[src/rtl/timer_pkg.sv]
package timer_pkg;
  localparam int unsigned SEL_W = 2;

  typedef enum logic [SEL_W-1:0] {
    SEL_CTL   = 2'd0,
    SEL_CMP   = 2'd1,
    SEL_REL   = 2'd2,
    SEL_COUNT = 2'd3
  } reg_sel_e;

  localparam int unsigned CTL_EN_BIT   = 0;
  localparam int unsigned CTL_MASK_BIT = 1;
  localparam int unsigned CTL_STAT_BIT = 2;
  localparam int unsigned CTL_RW_W     = 2;
endpackage

[src/rtl/timer_ctl_reg.sv]
module timer_ctl_reg
  import timer_pkg::*;
(
  input  logic                clk_i,
  input  logic                rst_ni,
  input  logic                we_i,
  input  logic [CTL_RW_W-1:0] wdata_i,
  output logic                enable_o,
  output logic                mask_o
);
  logic [CTL_RW_W-1:0] ctl_q;

  always_ff @(posedge clk_i or negedge rst_ni) begin
    if (!rst_ni)   ctl_q <= '0;
    else if (we_i) ctl_q <= wdata_i;
  end

  assign enable_o = ctl_q[CTL_EN_BIT];
  assign mask_o   = ctl_q[CTL_MASK_BIT];
endmodule

[src/rtl/timer_deadline.sv]
module timer_deadline #(
  parameter int unsigned CNT_W = 64,
  parameter int unsigned REL_W = 32
) (
  input  logic             clk_i,
  input  logic             rst_ni,
  input  logic [CNT_W-1:0] count_i,
  input  logic             abs_we_i,
  input  logic             rel_we_i,
  input  logic [CNT_W-1:0] wdata_i,
  output logic [CNT_W-1:0] cmp_o,
  output logic             met_o,
  output logic [REL_W-1:0] rel_o
);
  localparam int unsigned EXT_W = CNT_W - REL_W;

  logic [CNT_W-1:0] cmp_q, cmp_d, rel_ext, diff;

  // signed offset widened to the count width
  assign rel_ext = {{EXT_W{wdata_i[REL_W-1]}}, wdata_i[REL_W-1:0]};

  always_comb begin
    cmp_d = cmp_q;
    if (abs_we_i)      cmp_d = wdata_i;
    else if (rel_we_i) cmp_d = count_i + rel_ext;
  end

  always_ff @(posedge clk_i or negedge rst_ni) begin
    if (!rst_ni) cmp_q <= '0;
    else         cmp_q <= cmp_d;
  end

  assign diff  = cmp_q - count_i;
  assign rel_o = diff[REL_W-1:0];
  assign met_o = (count_i >= cmp_q);
  assign cmp_o = cmp_q;
endmodule

[src/rtl/timer_rd_mux.sv]
module timer_rd_mux
  import timer_pkg::*;
#(
  parameter int unsigned CNT_W = 64,
  parameter int unsigned REL_W = 32
) (
  input  logic [SEL_W-1:0] sel_i,
  input  logic             enable_i,
  input  logic             mask_i,
  input  logic             status_i,
  input  logic [CNT_W-1:0] cmp_i,
  input  logic [REL_W-1:0] rel_i,
  input  logic [CNT_W-1:0] count_i,
  output logic [CNT_W-1:0] rdata_o
);
  localparam int unsigned EXT_W = CNT_W - REL_W;

  always_comb begin
    rdata_o = '0;
    unique case (reg_sel_e'(sel_i))
      SEL_CTL: begin
        rdata_o[CTL_EN_BIT]   = enable_i;
        rdata_o[CTL_MASK_BIT] = mask_i;
        rdata_o[CTL_STAT_BIT] = status_i;
      end
      SEL_CMP:   rdata_o = cmp_i;
      SEL_REL:   rdata_o = {{EXT_W{rel_i[REL_W-1]}}, rel_i};
      SEL_COUNT: rdata_o = count_i;
      default:   rdata_o = '0;
    endcase
  end
endmodule

[src/rtl/deadline_timer.sv]
module deadline_timer
  import timer_pkg::*;
#(
  parameter int unsigned CNT_W = 64,
  parameter int unsigned REL_W = 32
) (
  input  logic             clk_i,
  input  logic             rst_ni,
  input  logic [CNT_W-1:0] count_i,
  input  logic             wr_en_i,
  input  logic [SEL_W-1:0] addr_i,
  input  logic [CNT_W-1:0] wdata_i,
  output logic [CNT_W-1:0] rdata_o,
  output logic             irq_o
);
  logic             en_w, mask_w, met_w, status_w;
  logic             ctl_we, abs_we, rel_we;
  logic [CNT_W-1:0] cval_w;
  logic [REL_W-1:0] rel_w;

  assign ctl_we = wr_en_i && (addr_i == SEL_CTL);
  assign abs_we = wr_en_i && (addr_i == SEL_CMP);
  assign rel_we = wr_en_i && (addr_i == SEL_REL);

  timer_ctl_reg u_ctl (
    .clk_i    (clk_i),
    .rst_ni   (rst_ni),
    .we_i     (ctl_we),
    .wdata_i  (wdata_i[CTL_RW_W-1:0]),
    .enable_o (en_w),
    .mask_o   (mask_w)
  );

  timer_deadline #(.CNT_W(CNT_W), .REL_W(REL_W)) u_dl (
    .clk_i    (clk_i),
    .rst_ni   (rst_ni),
    .count_i  (count_i),
    .abs_we_i (abs_we),
    .rel_we_i (rel_we),
    .wdata_i  (wdata_i),
    .cmp_o    (cval_w),
    .met_o    (met_w),
    .rel_o    (rel_w)
  );

  assign status_w = en_w & met_w;
  assign irq_o    = status_w & ~mask_w;

  timer_rd_mux #(.CNT_W(CNT_W), .REL_W(REL_W)) u_rd (
    .sel_i    (addr_i),
    .enable_i (en_w),
    .mask_i   (mask_w),
    .status_i (status_w),
    .cmp_i    (cval_w),
    .rel_i    (rel_w),
    .count_i  (count_i),
    .rdata_o  (rdata_o)
  );
endmodule

[config.mk]
export PLATFORM = sky130hd
export DESIGN_NAME = deadline_timer
export DESIGN_NICKNAME = d
export VERILOG_FILES = /design/src/rtl/timer_pkg.sv /design/src/rtl/timer_ctl_reg.sv /design/src/rtl/timer_deadline.sv /design/src/rtl/timer_rd_mux.sv /design/src/rtl/deadline_timer.sv
export SDC_FILE = /design/constraint.sdc
export NUM_CORES = 1
export LEC_CHECK = 0
export BUFFER_PORTS_ARGS = -buffer_cell sky130_fd_sc_hd__buf_4
export CORE_ASPECT_RATIO = 0.9
export CORE_MARGIN = 8
export CORE_UTILIZATION = 45
export CTS_CLUSTER_SIZE = 28
export DETAILED_ROUTE_END_ITERATION = 7
export GPL_TIMING_DRIVEN = 1
export PLACE_DENSITY_LB_ADDON = 0.2
export SETUP_SLACK_MARGIN = 0.2
export SKIP_CTS_REPAIR_TIMING = 1
export SLEW_MARGIN = 25
export SYNTH_ARGS = -nofsm -noshare
export SYNTH_HDL_FRONTEND = slang
export SYNTH_HIERARCHICAL = 1
export SYNTH_SLANG_ARGS = --single-unit
[constraint.sdc]
create_clock -name clk_i -period 7.99 [get_ports clk_i]
set_input_delay 0.3995 -clock clk_i [delete_from_list [all_inputs] [get_ports clk_i]]
set_output_delay 0.3995 -clock clk_i [all_outputs]
set_load 0.03 [all_outputs]
==> flow_summary.ini <==
[finish]
final_cell_count_no_fill = 1963
drive_above_1_share = 0.152
nNetsFinal = 1908
area_delta_synth_final_pct = 16.5
n_fill_cell = 2538

[route]
firstDrtPassIters = 6
drtAntennaViolNets = 0
drt-initial-drc-count = 865
vias = 11600
vias_per_cell = 5.89
finalWirelength_um = 37600
drc_errors = 0
wl_per_cell_um = 19.2

[cts]
cts_sinks = 66
path_clk_slew_ns = 0.07
insertion_delay_ns = 0.34
cts_root_buf = clkbuf_16
cts_max_level = 3
cts_tree = built
cts_buffer_depth = 2
numCtsBuffers = 9

[placement]
port_buffers = 197
gp_congestion = 0.948
dp_cells = 1946
place_hpwl_um = 29600

[yosys]
synth_edf_count = 0
yosysUniqueCellTypes = 79
syn-num-nets = 1765
ys_warn_count = 6
syn_area_um2 = 11400
yosys_most_used_dff = dfrtp_1
ys_ff_latch = 66
syn_area_per_cell_um2 = 7.73
synth_seq_area_share = 0.145
synth_top_cell_area_share = 0.174
synth_async_sr_flop_share = 1.00
synth_cells = 1472
synthTopCellsByArea = ha_1, dfrtp_1, mux2i_1
yosysTopAreaCell = ha_1

[power]
cellLeakagePower_uw = 0.00646
vdd_ir_drop_max_mv = 0.115
powerDensity_nw_per_um2 = 179

[min_path]
hold_path_class = in -> async

[sta]
max_freq_ghz = 0.183
drv_slew = 0
min_period_ns = 5.47
period_share = 0.685
worstMarginPinSlew_ns = 1.08
slew_headroom = 0.277
skew_ns = 0
whs_ns = 0.0845
fin_tns_setup_ns = 0
hold_viol_final = 0
finalSetupViolCount = 0
rsz0062_at_grt = false

[worst_setup_path]
r2r_setup_slack_ns = 7.00
start_kind = flop
worstPathMaxFanout = 23
cp.arrival_ns = 5.08
crit_required_ns = 7.59
cp-end-kind = primary output
r2r_cells = 4
crit_type = reg -> out

[global_routing]
grt_pass1_vias = 11000
grt_max_degree = 84
grt_pass1_wl_um = 59400
grt_overflow = 0
grtUsageTotal = 0.238
antenna_found_initial = 3

[floorplanning]
initial_core_util = 0.456
fp.dieArea_um2 = 30600
die_h_um = 167
coreArea_um2 = 25000
ios = 198
die_width_um = 184
num_rows = 55

[run_status]
status = complete, no violations

[job]
drv_cap = 0
-- path summary, 6_finish.rpt --
path / from / end
setup / recovery: u_dl/cmp_o[1] / rdata_o[39]
setup reg to reg: u_dl/cmp_o[28] / u_dl/cmp_o[28]
hold reg to reg: u_ctl/ctl_q[1] / u_ctl/ctl_q[1]
min in group clk_i: wdata_i[38] / u_dl/cmp_o[38]
hold / removal: rst_ni / u_dl/cmp_o[54]
max in group asynchronous: rst_ni / u_dl/cmp_o[39]
-- kinds of logic after synthesis --
kind of cell    synth area share
simple gates               0.142
mux                       0.0947
flops                      0.145
fa+ha+maj                  0.177
compound gates             0.300
xor+xnor                  0.0616
buf+inv                   0.0791
-- state kept, by name, indices dropped and copies added (netlist names) --
signal / flops
u_dl/cmp_o: 64
u_ctl/ctl_q: 2
-- synthesized netlist by cell type (4+ instances only) --
cell type,count
ha_1,158
a21oi_1,146
inv_1,136
o21ai_0,110
nand2_1,99
mux2i_1,93
a21o_1,77
dfrtp_1,66
nor2_1,58
xnor2_1,56
clkbuf_1,47
nand4_1,36
o21ai_1,35
o2bb2ai_1,28
nand3_1,27
xor2_1,24
o21bai_1,23
nor3_1,22
a211oi_1,16
nand2b_1,15
and3_1,13
o21a_1,12
a31oi_1,11
nor2b_1,11
and2_1,10
or3_1,10
o31ai_1,8
buf_1,7
buf_2,7
o311ai_0,7
mux2_2,6
nand3b_1,6
o211ai_1,5
o31a_1,5
a21boi_0,4
a221oi_1,4
buf_8,4
-- layer usage --
metal,up-vias,wire (um),track usage
met5,-,25,0
met2,373,16200,0.366
met3,29,2480,0.0400
li1,5663,-,-
met1,5495,18500,0.344
met4,4,452,0.0459
-- cell type report --
| class | instances | area (um2) | area share |
|---|---|---|---|
| diodes | 1 | 2.50 | 0.000189 |
| clock buffers | 14 | 274 | 0.0207 |
| clock inverters | 2 | 10.0 | 0.000755 |
| inverters | 137 | 514 | 0.0388 |
| multi-input cells | 1198 | 8850 | 0.667 |
| flip-flops and latches | 66 | 1650 | 0.125 |
| well taps | 342 | 428 | 0.0323 |
| repair buffers | 203 | 1530 | 0.115 |
-- worst max-delay path, stage by stage (launching register included) --
cell	delay, ns
dfrtp_1	0.42
ha_1	0.30
nor2b_1	0.15
o31a_1	0.28
o31ai_1	0.57
o31ai_2	0.27
a2111oi_2	0.41
o31ai_1	0.22
or4b_1	0.50
a31oi_1	0.21
xnor2_1	0.22
nand3b_1	0.45
buf_4	0.40
o21ai_0	0.12
buf_4	0.20
-- report_power, final --
group / total [uW] / switching, uW / leakage (uW) / internal, uW
Sequential: 475 / 66.6 / 0.000797 / 409
Combinational: 1490 / 875 / 0.00552 / 619
Clock: 408 / 172 / 0.000143 / 236
-- placed cells by master, fill, tap and decap left out, drive strengths merged, types with 11 or more instances in the layout --
| cell | n |
|---|---|
| nand2b | 15 |
| o21bai | 23 |
| inv | 137 |
| a31oi | 11 |
| and3 | 13 |
| dfrtp | 66 |
| a21oi | 147 |
| mux2i | 93 |
| nor2 | 58 |
| xnor2 | 56 |
| nor2b | 12 |
| nand3 | 27 |
| nor3 | 23 |
| ha | 158 |
| buf | 203 |
| a21o | 77 |
| clkbuf | 14 |
| nand4 | 36 |
| a211oi | 16 |
| o21a | 12 |
| nand2 | 99 |
| xor2 | 24 |
| o2bb2ai | 28 |
| o21ai | 145 |
-- stage by stage --
stage	utilization	power (uW)	setup WS, ns	cell area (um2)
2_1_floorplan	-	1510	3.96	11400
3_3_place_gp	0.519	1940	2.79	13000
3_5_place_dp	0.519	1960	2.65	13000
4_1_cts	0.530	2380	2.46	13200
5_1_grt	0.531	2560	2.20	13300
6_report	0.531	2380	2.52	13300
No activity file was read; power rests on OpenSTA's default activity.
